[config.mk]
export PLATFORM = sky130hd
export DESIGN_NAME = dac_update_ctrl
export DESIGN_NICKNAME = d
export VERILOG_FILES = /design/src/rtl/dac_upd_pkg.sv /design/src/rtl/dac_pin_sync.sv /design/src/rtl/dac_upd_arbiter.sv /design/src/rtl/dac_code_regs.sv /design/src/rtl/dac_update_ctrl.sv
export SDC_FILE = /design/constraint.sdc
export NUM_CORES = 1
export LEC_CHECK = 0
export CAP_MARGIN = 40
export CORE_MARGIN = 10
export CORE_UTILIZATION = 42
export CTS_CLUSTER_SIZE = 28
export DETAILED_ROUTE_END_ITERATION = 8
export PLACE_DENSITY = 0.87
export SLEW_MARGIN = 30
export SYNTH_ARGS = -nofsm -noshare
export SYNTH_HDL_FRONTEND = slang
export SYNTH_SLANG_ARGS = --single-unit
[constraint.sdc]
create_clock -name clk -period 3.3 [get_ports clk]
set_input_delay 0.99 -clock clk [delete_from_list [all_inputs] [get_ports clk]]
set_output_delay 0.99 -clock clk [all_outputs]
set_load 0.1 [all_outputs]
[src/rtl/dac_upd_pkg.sv]
package dac_upd_pkg;

  // Action applied to the code registers on the next clock edge.
  typedef enum logic [1:0] {
    ACT_HOLD    = 2'd0,
    ACT_LOAD    = 2'd1,
    ACT_CLEAR   = 2'd2,
    ACT_DEFAULT = 2'd3
  } upd_act_e;

  // Bit positions of the pins in the synchronized vectors.
  localparam int PIN_LDAC  = 0;
  localparam int PIN_CLR   = 1;
  localparam int PIN_RESET = 2;
  localparam int N_PINS    = 3;

endpackage

[src/rtl/dac_pin_sync.sv]
// Multi-stage synchronizer for the active-low control pins, plus a
// one-cycle-delayed copy so that edges can be formed downstream.
module dac_pin_sync #(
  parameter int N      = 3,
  parameter int STAGES = 2
) (
  input  logic         clk,
  input  logic         rst,
  input  logic [N-1:0] pin_n,
  output logic [N-1:0] lvl,
  output logic [N-1:0] prv
);

  localparam int LAST = STAGES - 1;

  logic [N-1:0] chain [STAGES];

  generate
    for (genvar g = 0; g < STAGES; g++) begin : g_stage
      if (g == 0) begin : g_first
        always_ff @(posedge clk) begin
          if (rst) chain[g] <= '1;
          else     chain[g] <= pin_n;
        end
      end else begin : g_next
        always_ff @(posedge clk) begin
          if (rst) chain[g] <= '1;
          else     chain[g] <= chain[g-1];
        end
      end
    end
  endgenerate

  always_ff @(posedge clk) begin
    if (rst) prv <= '1;
    else     prv <= chain[LAST];
  end

  assign lvl = chain[LAST];

endmodule

[src/rtl/dac_upd_arbiter.sv]
// Priority decision between reset, clear and load sources.
module dac_upd_arbiter
  import dac_upd_pkg::*;
#(
  parameter int N = N_PINS
) (
  input  logic [N-1:0] lvl,
  input  logic [N-1:0] prv,
  input  logic         sw_ldac,
  input  logic         sw_clr,
  input  logic         sw_reset,
  output upd_act_e     act,
  output logic         wr_ok,
  output logic         hold_rst
);

  logic rst_low, rst_rise, clr_low, clr_rise, ldac_low, ldac_fall;

  always_comb begin
    rst_low   = !lvl[PIN_RESET];
    rst_rise  = lvl[PIN_RESET] && !prv[PIN_RESET];
    clr_low   = !lvl[PIN_CLR];
    clr_rise  = lvl[PIN_CLR] && !prv[PIN_CLR];
    ldac_low  = !lvl[PIN_LDAC];
    ldac_fall = !lvl[PIN_LDAC] && prv[PIN_LDAC];
  end

  always_comb begin
    act      = ACT_HOLD;
    wr_ok    = 1'b0;
    hold_rst = 1'b0;
    if (rst_low) begin
      hold_rst = 1'b1;
    end else if (rst_rise || sw_reset) begin
      act = ACT_DEFAULT;
    end else if (clr_low) begin
      act = ACT_CLEAR;
    end else if (clr_rise) begin
      // Leaving clear: output returns to the DAC register only if
      // the load pin is already low; otherwise it keeps the clearcode.
      wr_ok = 1'b1;
      act   = ldac_low ? ACT_LOAD : ACT_HOLD;
    end else if (sw_clr) begin
      act = ACT_CLEAR;
    end else begin
      wr_ok = 1'b1;
      // Edge term kept explicit: the falling edge is the one-shot
      // update, the low level is the transparent update.
      if (ldac_fall || ldac_low || sw_ldac) act = ACT_LOAD;
    end
  end

endmodule

[src/rtl/dac_code_regs.sv]
// DAC register, output code register, clamp flag and reset request.
module dac_code_regs
  import dac_upd_pkg::*;
#(
  parameter int CODE_W = 20
) (
  input  logic              clk,
  input  logic              rst,
  input  upd_act_e          act,
  input  logic              wr_ok,
  input  logic              hold_rst,
  input  logic              wr_en,
  input  logic [CODE_W-1:0] wr_code,
  input  logic [CODE_W-1:0] clearcode,
  input  logic              clamp_ctl,
  output logic [CODE_W-1:0] dac_q,
  output logic [CODE_W-1:0] out_q,
  output logic              clamped_q,
  output logic              req_q
);

  localparam logic [CODE_W-1:0] POR_CODE = '0;

  always_ff @(posedge clk) begin
    if (rst) begin
      dac_q <= POR_CODE;
    end else begin
      unique case (act)
        ACT_DEFAULT: dac_q <= POR_CODE;
        ACT_CLEAR:   dac_q <= clearcode;
        default: if (wr_ok && wr_en) dac_q <= wr_code;
      endcase
    end
  end

  always_ff @(posedge clk) begin
    if (rst) begin
      out_q <= POR_CODE;
    end else begin
      unique case (act)
        ACT_DEFAULT: out_q <= POR_CODE;
        ACT_CLEAR:   out_q <= clearcode;
        ACT_LOAD:    out_q <= dac_q;
        default:     out_q <= out_q;
      endcase
    end
  end

  always_ff @(posedge clk) begin
    if (rst) begin
      clamped_q <= 1'b1;
      req_q     <= 1'b0;
    end else begin
      req_q     <= (act == ACT_DEFAULT);
      clamped_q <= (act == ACT_DEFAULT) || hold_rst || clamp_ctl;
    end
  end

  // held reset freezes both code registers
  a_r2_hold_in_reset: assert property (@(posedge clk) disable iff (rst)
    hold_rst |=> ($stable(dac_q) && $stable(out_q) && clamped_q));

  // a return to defaults clears the codes and requests a reset
  a_r3_default_state: assert property (@(posedge clk) disable iff (rst)
    (act == ACT_DEFAULT) |=> (dac_q == '0 && out_q == '0 && clamped_q && req_q));

  // clearing places the clearcode in both registers
  a_r5_clear_loads: assert property (@(posedge clk) disable iff (rst)
    (act == ACT_CLEAR) |=> (dac_q == $past(clearcode) && out_q == $past(clearcode)));

  // a load copies the previous DAC register to the output
  a_r7_load_copies: assert property (@(posedge clk) disable iff (rst)
    (act == ACT_LOAD) |=> (out_q == $past(dac_q)));

  // an idle cycle leaves the output untouched
  a_r8_hold_output: assert property (@(posedge clk) disable iff (rst)
    (act == ACT_HOLD) |=> $stable(out_q));

endmodule

[src/rtl/dac_update_ctrl.sv]
module dac_update_ctrl
  import dac_upd_pkg::*;
#(
  parameter int CODE_W      = 20,
  parameter int SYNC_STAGES = 2
) (
  input  logic              clk,
  input  logic              rst,
  input  logic              ldac_n,
  input  logic              clr_n,
  input  logic              reset_n,
  input  logic              sw_ldac,
  input  logic              sw_clr,
  input  logic              sw_reset,
  input  logic              dac_wr_en,
  input  logic [CODE_W-1:0] dac_wr_code,
  input  logic [CODE_W-1:0] clearcode,
  input  logic              clamp_ctl,
  output logic [CODE_W-1:0] dac_code,
  output logic [CODE_W-1:0] out_code,
  output logic              out_clamped,
  output logic              regfile_rst
);

  logic [N_PINS-1:0] pins_n, lvl, prv;
  upd_act_e          act;
  logic              wr_ok, hold_rst;

  always_comb begin
    pins_n            = '1;
    pins_n[PIN_LDAC]  = ldac_n;
    pins_n[PIN_CLR]   = clr_n;
    pins_n[PIN_RESET] = reset_n;
  end

  dac_pin_sync #(.N(N_PINS), .STAGES(SYNC_STAGES)) u_sync (
    .clk   (clk),
    .rst   (rst),
    .pin_n (pins_n),
    .lvl   (lvl),
    .prv   (prv)
  );

  dac_upd_arbiter #(.N(N_PINS)) u_arb (
    .lvl      (lvl),
    .prv      (prv),
    .sw_ldac  (sw_ldac),
    .sw_clr   (sw_clr),
    .sw_reset (sw_reset),
    .act      (act),
    .wr_ok    (wr_ok),
    .hold_rst (hold_rst)
  );

  dac_code_regs #(.CODE_W(CODE_W)) u_regs (
    .clk       (clk),
    .rst       (rst),
    .act       (act),
    .wr_ok     (wr_ok),
    .hold_rst  (hold_rst),
    .wr_en     (dac_wr_en),
    .wr_code   (dac_wr_code),
    .clearcode (clearcode),
    .clamp_ctl (clamp_ctl),
    .dac_q     (dac_code),
    .out_q     (out_code),
    .clamped_q (out_clamped),
    .req_q     (regfile_rst)
  );

  // a register-file reset request always comes with the clamp set
  a_r3_req_with_clamp: assert property (@(posedge clk) disable iff (rst)
    regfile_rst |-> out_clamped);

endmodule

==> out/results.ini, run 1 <==
[critical_path]
max_stage_delay_ns=0.49
critical_path.max_fanout=10
cp-end-kind=register
critPathBufInv=2
startpoint_type=primary input
path_depth=8
cp.arrival_ns=3.11
criticalPathCategory=in -> reg
crit_path_cell_trace=clkdlybuf4s50_1, a21boi_1, nand2_1, and2_1, ha_1, buf_4, a2111oi_0, a211oi_1
crit_required_ns=3.46
cp_slowest_cell=a2111oi_0
crit_family=compound AO/OA/AOI/OAI gates
reg2reg_depth=7

[layout]
num_antenna_cells=0
drive_above_1_share_pct=24.35
final_area_um2=3232
area_growth_pct=46.35
stdcell_count=378
postLayoutCoreUtil_pct=63.28
nets=361

[sta]
hold_viol=0
finalSetupViolations=0
finalClockSkew_ns=0.007182
setup_slack_ns=0.3580
tightestPinTransition_ns=0.5301
period_minus_slack_ns=2.942
rsz0062_at_grt=no
period_share_pct=89.15
slew_headroom_pct=63.75
max_freq_mhz=339.9
drv_slew=0
finalSetupTns_ns=0
whs_ns=0.4189

[hold_path]
hold_depth=1
hold_path_class=reg -> reg

[logic_synthesis]
syn_avg_cell_area_um2=9.815
synth.distinct_cells=20
syn-num-nets=279
ys_warn_count=0
ys_ff_latch=50
netlist_area_um2=2208
syn_inst=225
seq_area_frac_synth_pct=45.33

[placement]
gp_congestion=0.7967
dp.cells=369
portBuffers=91
place_area_um2=3094
pre_cts_ws_ns=0.1598
dp_hpwl_um=5232

[power]
seqPwrFrac_pct=36.9
vdd_drop_max_mv=0.2692
leakagePower_nw=1.274
clkPwrFrac_pct=23.0
sw_frac_of_total_pct=40.93
p_switching_mw=0.7655
internal_power_mw=1.105
power_density_nw_per_um2=578.6
combPwrFrac_pct=40.1
design_power_total_mw=1.870

[clock_network]
post_cts_resized=0
clock_latency_ns=0.30
root_buffer=clkbuf_8
tritoncts=yes
hold_buffers=0
post-cts-setup-buffer-count=0
cts_max_path_buffers=2
clkTransAtPathRegs_ns=0.09
h-tree-depth=2
cts_buffers=5
clock-sinks=50

[floorplan]
core_um2=5107
fp.dieH_um=92.51
die_x_um=92.51
rows=26
io_pins=92
die-area_um2=8558
initial_core_util_pct=43.24

[global_route]
grt_pass1_wl_um=11470
grt_pass1_vias=2189
track_usage_pct=16.28
antenna_found_initial=0
grt_max_degree=51
overflow=0

[status]
status=complete, no violations

[route]
drc_errors=0
ant_nets=0
via_per_inst=5.749
routedWlPerCell_um=19.27
drtIter0Drc=195
finalWirelength_um=7284
dr.pass1.iters=5
vias=2173

[job]
drv_cap=0

-- kinds of logic after synthesis --
group	synth area share, %
AO/OA/AOI/OAI	37.90
adder cells (fa/ha/maj)	2.266
buffers and inverters	5.666
flip-flops	45.33
AND/OR/NAND/NOR	8.839
-- power groups by stage --
stage / Clock (mW) / Combinational, mW / Sequential (mW)
4_1_cts: 0.436 / 0.746 / 0.690
3_3_place_gp: 0 / 0.736 / 0.701
3_5_place_dp: 0 / 0.744 / 0.703
2_1_floorplan: 0 / 0.201 / 1.03
5_1_grt: 0.465 / 0.783 / 0.697
6_report: 0.429 / 0.750 / 0.691
-- state kept, by name, indices dropped and copies added (netlist names) --
signal,count
u_sync.chain,6
u_sync.prv,2
u_regs.out_q,20
u_regs.clamped_q,1
u_regs.req_q,1
u_regs.dac_q,20
-- final timing paths --
kind / start / to / slack (ns)
worst min register to register: u_sync.chain[0][1]$_SDFF_PP1_ / u_sync.chain[1][1]$_SDFF_PP1_ / 0.42
worst min-delay path: u_sync.chain[0][1]$_SDFF_PP1_ / u_sync.chain[1][1]$_SDFF_PP1_ / 0.42
worst max register to register: u_sync.chain[1][1]$_SDFF_PP1_ / u_regs.dac_q[17]$_SDFFE_PP0P_ / 1.11
worst max-delay path: sw_clr / u_regs.dac_q[17]$_SDFFE_PP0P_ / 0.36
-- cell usage in the layout, fill, tap and decap left out, drive strengths merged --
cell type	count
buf	55
dfxtp	50
clkdlybuf4s50	48
a22oi	40
nor2	21
a2111oi	20
a211oi	20
a22o	20
or2	8
clkbuf	6
ha	4
nor2b	3
nand2	3
a21bo	2
and2	2
a21boi	1
and4b	1
a211o	1
or4b	1
clkinvlp	1
bufinv	1
-- cells in the mapped netlist --
library cell	instances	area share, %
a211oi_1	20	6.8
dfxtp_1	50	45
a21boi_1	1	0.34
buf_1	1	0.17
or2_2	8	2.3
ha_1	4	2.3
nor2_1	21	3.6
nor2b_1	3	0.85
a2111oi_0	20	7.9
clkbuf_1	21	3.6
and4b_4	1	0.62
or4b_2	1	0.45
buf_6	2	1.0
and2_1	2	0.57
a211o_1	1	0.40
a22oi_1	40	14
a22o_1	20	7.9
buf_2	4	0.91
a21bo_2	2	0.91
nand2_1	3	0.51
-- cell type report --
| class | count | area [µm²] |
|---|---|---|
| well taps | 70 | 87.58 |
| clock inverters | 2 | 37.54 |
| multi-input cells | 147 | 1085 |
| flip-flops and latches | 50 | 1001 |
| repair buffers | 103 | 948.4 |
| clock buffers | 6 | 72.57 |
| fillers | 442 | 1876 |
-- per-layer routing --
layer  global-route usage [%]  wire length (µm)
met1                    18.63              2822
met3                    3.713               389
met5                        0                 0
met2                    28.00              3799
met4                    7.841               272
(Power assumes the default switching activity.)
==> run 2, diff against run 1 <==
--- a/config.mk
+++ b/config.mk
@@ -6,7 +6,6 @@
 export NUM_CORES = 1
 export LEC_CHECK = 0
 export CAP_MARGIN = 40
-export CORE_MARGIN = 10
 export CORE_UTILIZATION = 42
 export CTS_CLUSTER_SIZE = 28
 export DETAILED_ROUTE_END_ITERATION = 8
==> out/results.ini, run 2 (synthesized netlist as in run 1, its figures left out) <==
[layout]
final_common_cell=buf_4
drive_above_1_share_pct=24.92  ; was 24.35%
area_growth_pct=46.06  ; was 46.35%
layout_common_cells=52 x buf_4, 50 x dfxtp_1, 48 x clkdlybuf4s50_1  ; was 50 x buf_4, 50 x dfxtp_1, 48 x clkdlybuf4s50_1
reg_top3=u_regs.dac_q: 20 flops, u_regs.out_q: 20 flops, u_sync.chain: 6 flops  ; unchanged
num_antenna_cells=0  ; unchanged
postLayoutCoreUtil_pct=63.56  ; was 63.28%
stdcell_count=379  ; was 378
fill_cells=436  ; was 442
nets=362  ; was 361

[critical_path]
cp_slowest_cell=clkdlybuf4s50_1  ; was a2111oi_0
crit_top_cell=a21bo_2
criticalPathCategory=in -> reg  ; unchanged
rrSetupSlack_ns=1.16  ; was 1.11 ns
cp.arrival_ns=3.08  ; was 3.11 ns
crit_path_cell_trace=clkdlybuf4s50_1, a21bo_2, a21bo_2, and2_1, ha_1, nor2_1, buf_4, a22oi_1, a211oi_1  ; was clkdlybuf4s50_1, a21boi_1, nand2_1, and2_1, ha_1, buf_4, a2111oi_0, a211oi_1
crit_family=compound AO/OA/AOI/OAI gates  ; unchanged
cp-end-kind=register  ; unchanged
critPathBufInv=2  ; unchanged
max_stage_delay_ns=0.41  ; was 0.49 ns
startpoint_type=primary input  ; unchanged
crit_required_ns=3.51  ; was 3.46 ns
critical_path.max_fanout=19  ; was 10

[global_route]
grt_max_degree=51  ; unchanged
antenna_found_initial=0  ; unchanged
grt_pass1_wl_um=9791  ; was 11,470 µm
grt_pass1_vias=2008  ; was 2,189
overflow=0  ; unchanged
track_usage_pct=22.99  ; was 16.28%

[sta]
finalClockSkew_ns=0.007529  ; was 0.007182 ns
drv_slew=0  ; unchanged
hold_viol=0  ; unchanged
tightestPinTransition_ns=0.4885  ; was 0.5301 ns
whs_ns=0.4156  ; was 0.4189 ns
max_freq_mhz=348.2  ; was 339.9 MHz
period_minus_slack_ns=2.872  ; was 2.942 ns
setup_slack_ns=0.4285  ; was 0.3580 ns
period_share_pct=87.02  ; was 89.15%
slew_headroom_pct=67.43  ; was 63.75%
finalSetupTns_ns=0  ; unchanged
finalSetupViolations=0  ; unchanged
rsz0062_at_grt=no  ; unchanged

[hold_path]
hold_path_class=reg -> reg  ; unchanged

[power]
leakagePower_nw=1.280  ; was 1.274 nW
clkPwrFrac_pct=22.9  ; was 23.0%
combPwrFrac_pct=40.0  ; was 40.1%
sw_frac_of_total_pct=40.86  ; was 40.93%
p_switching_mw=0.7593  ; was 0.7655 mW
internal_power_mw=1.099  ; was 1.105 mW
vdd_drop_max_mv=0.2718  ; was 0.2692 mV
power_density_nw_per_um2=576.2  ; was 578.6 nW/µm²
seqPwrFrac_pct=37.2  ; was 36.9%

[clock_network]
tritoncts=yes  ; unchanged
hold_buffers=0  ; unchanged
clkTransAtPathRegs_ns=0.09  ; about the same
clock_latency_ns=0.30  ; about the same
post-cts-setup-buffer-count=0  ; unchanged
cts_buffers=5  ; unchanged
cts_max_path_buffers=2  ; unchanged
root_buffer=clkbuf_8  ; unchanged
post_cts_resized=0  ; unchanged
h-tree-depth=2  ; unchanged
clock-sinks=50  ; unchanged

[route]
dr.pass1.iters=5  ; unchanged
drtIter0Drc=169  ; was 195
ant_nets=0  ; unchanged
via_per_inst=5.842  ; was 5.749
vias=2214  ; was 2,173
routedWlPerCell_um=16.77  ; was 19.27 µm
drc_errors=0  ; unchanged
finalWirelength_um=6355  ; was 7284 µm

[placement]
pre_cts_ws_ns=0.1386  ; was 0.1598 ns
dp_hpwl_um=4432  ; was 5232 µm
gp_congestion=0.7657  ; was 0.7967
portBuffers=91  ; unchanged
dp.cells=370  ; was 369

[floorplan]
die_x_um=74.51  ; was 92.51 µm
core_um2=5075  ; was 5107 µm²
die-area_um2=5552  ; was 8558 µm²
fp.dieH_um=74.51  ; was 92.51 µm
io_pins=92  ; unchanged
rows=26  ; unchanged
initial_core_util_pct=43.52  ; was 43.24%

[status]
status=complete, no violations  ; unchanged

[job]
drv_cap=0  ; unchanged

==> run 2: routing by layer <==
metal	share of wire, %	wire, µm	GRT usage, %	up-vias
li1	-	-	-	1052
met1	43	2707	31.46	1062
met2	50	3186	36.54	86
met3	5.3	335	4.743	14
met4	2.0	126	6.918	0
met5	0	0	0	-
==> run 2: stage by stage <==
step	area (µm²)	total power, mW
after detailed placement	3089	1.439
after global placement	3089	1.431
after global routing	3226	1.927
after CTS	3198	1.854
final	3226	1.859
after floorplan	2208	1.232
==> run 2: path summary, 6_finish.rpt <==
| path | start | end | cells after the start |
|---|---|---|---|
| max reg2reg | u_sync.chain[1][1]$_SDFF_PP1_ | u_regs.dac_q[16]$_SDFFE_PP0P_ | 8 |
| max | sw_ldac | u_regs.dac_q[16]$_SDFFE_PP0P_ | 9 |
| min reg2reg | u_sync.chain[0][1]$_SDFF_PP1_ | u_sync.chain[1][1]$_SDFF_PP1_ | 1 |
| min | u_sync.chain[0][1]$_SDFF_PP1_ | u_sync.chain[1][1]$_SDFF_PP1_ | 1 |
==> run 2: final cells by class <==
cell class,count,area (µm²),area share (%)
timing repair buffer,104,943.4,29.25
clock inverter,3,40.04,1.241
tap,70,87.58,2.715
sequential,50,1001,31.03
clock buffer,5,68.82,2.133
multi-input combinational,147,1085,33.63
==> run 2: power by group through the flow <==
stage	clock network (mW)	logic (mW)	registers [mW]
after floorplan	0	0.201	1.03
after global placement	0	0.729	0.702
after detailed placement	0	0.736	0.704
after CTS	0.427	0.737	0.690
after global routing	0.454	0.778	0.695
final	0.425	0.743	0.691
==> run 2: worst register-to-register path, cell delays in order, from the launching register on <==
cell,delay (ns)
dfxtp_1,0.33
a21boi_1,0.29
nand2_1,0.12
and2_1,0.19
ha_2,0.29
nor2_1,0.17
buf_4,0.27
a22oi_1,0.11
a211oi_1,0.28
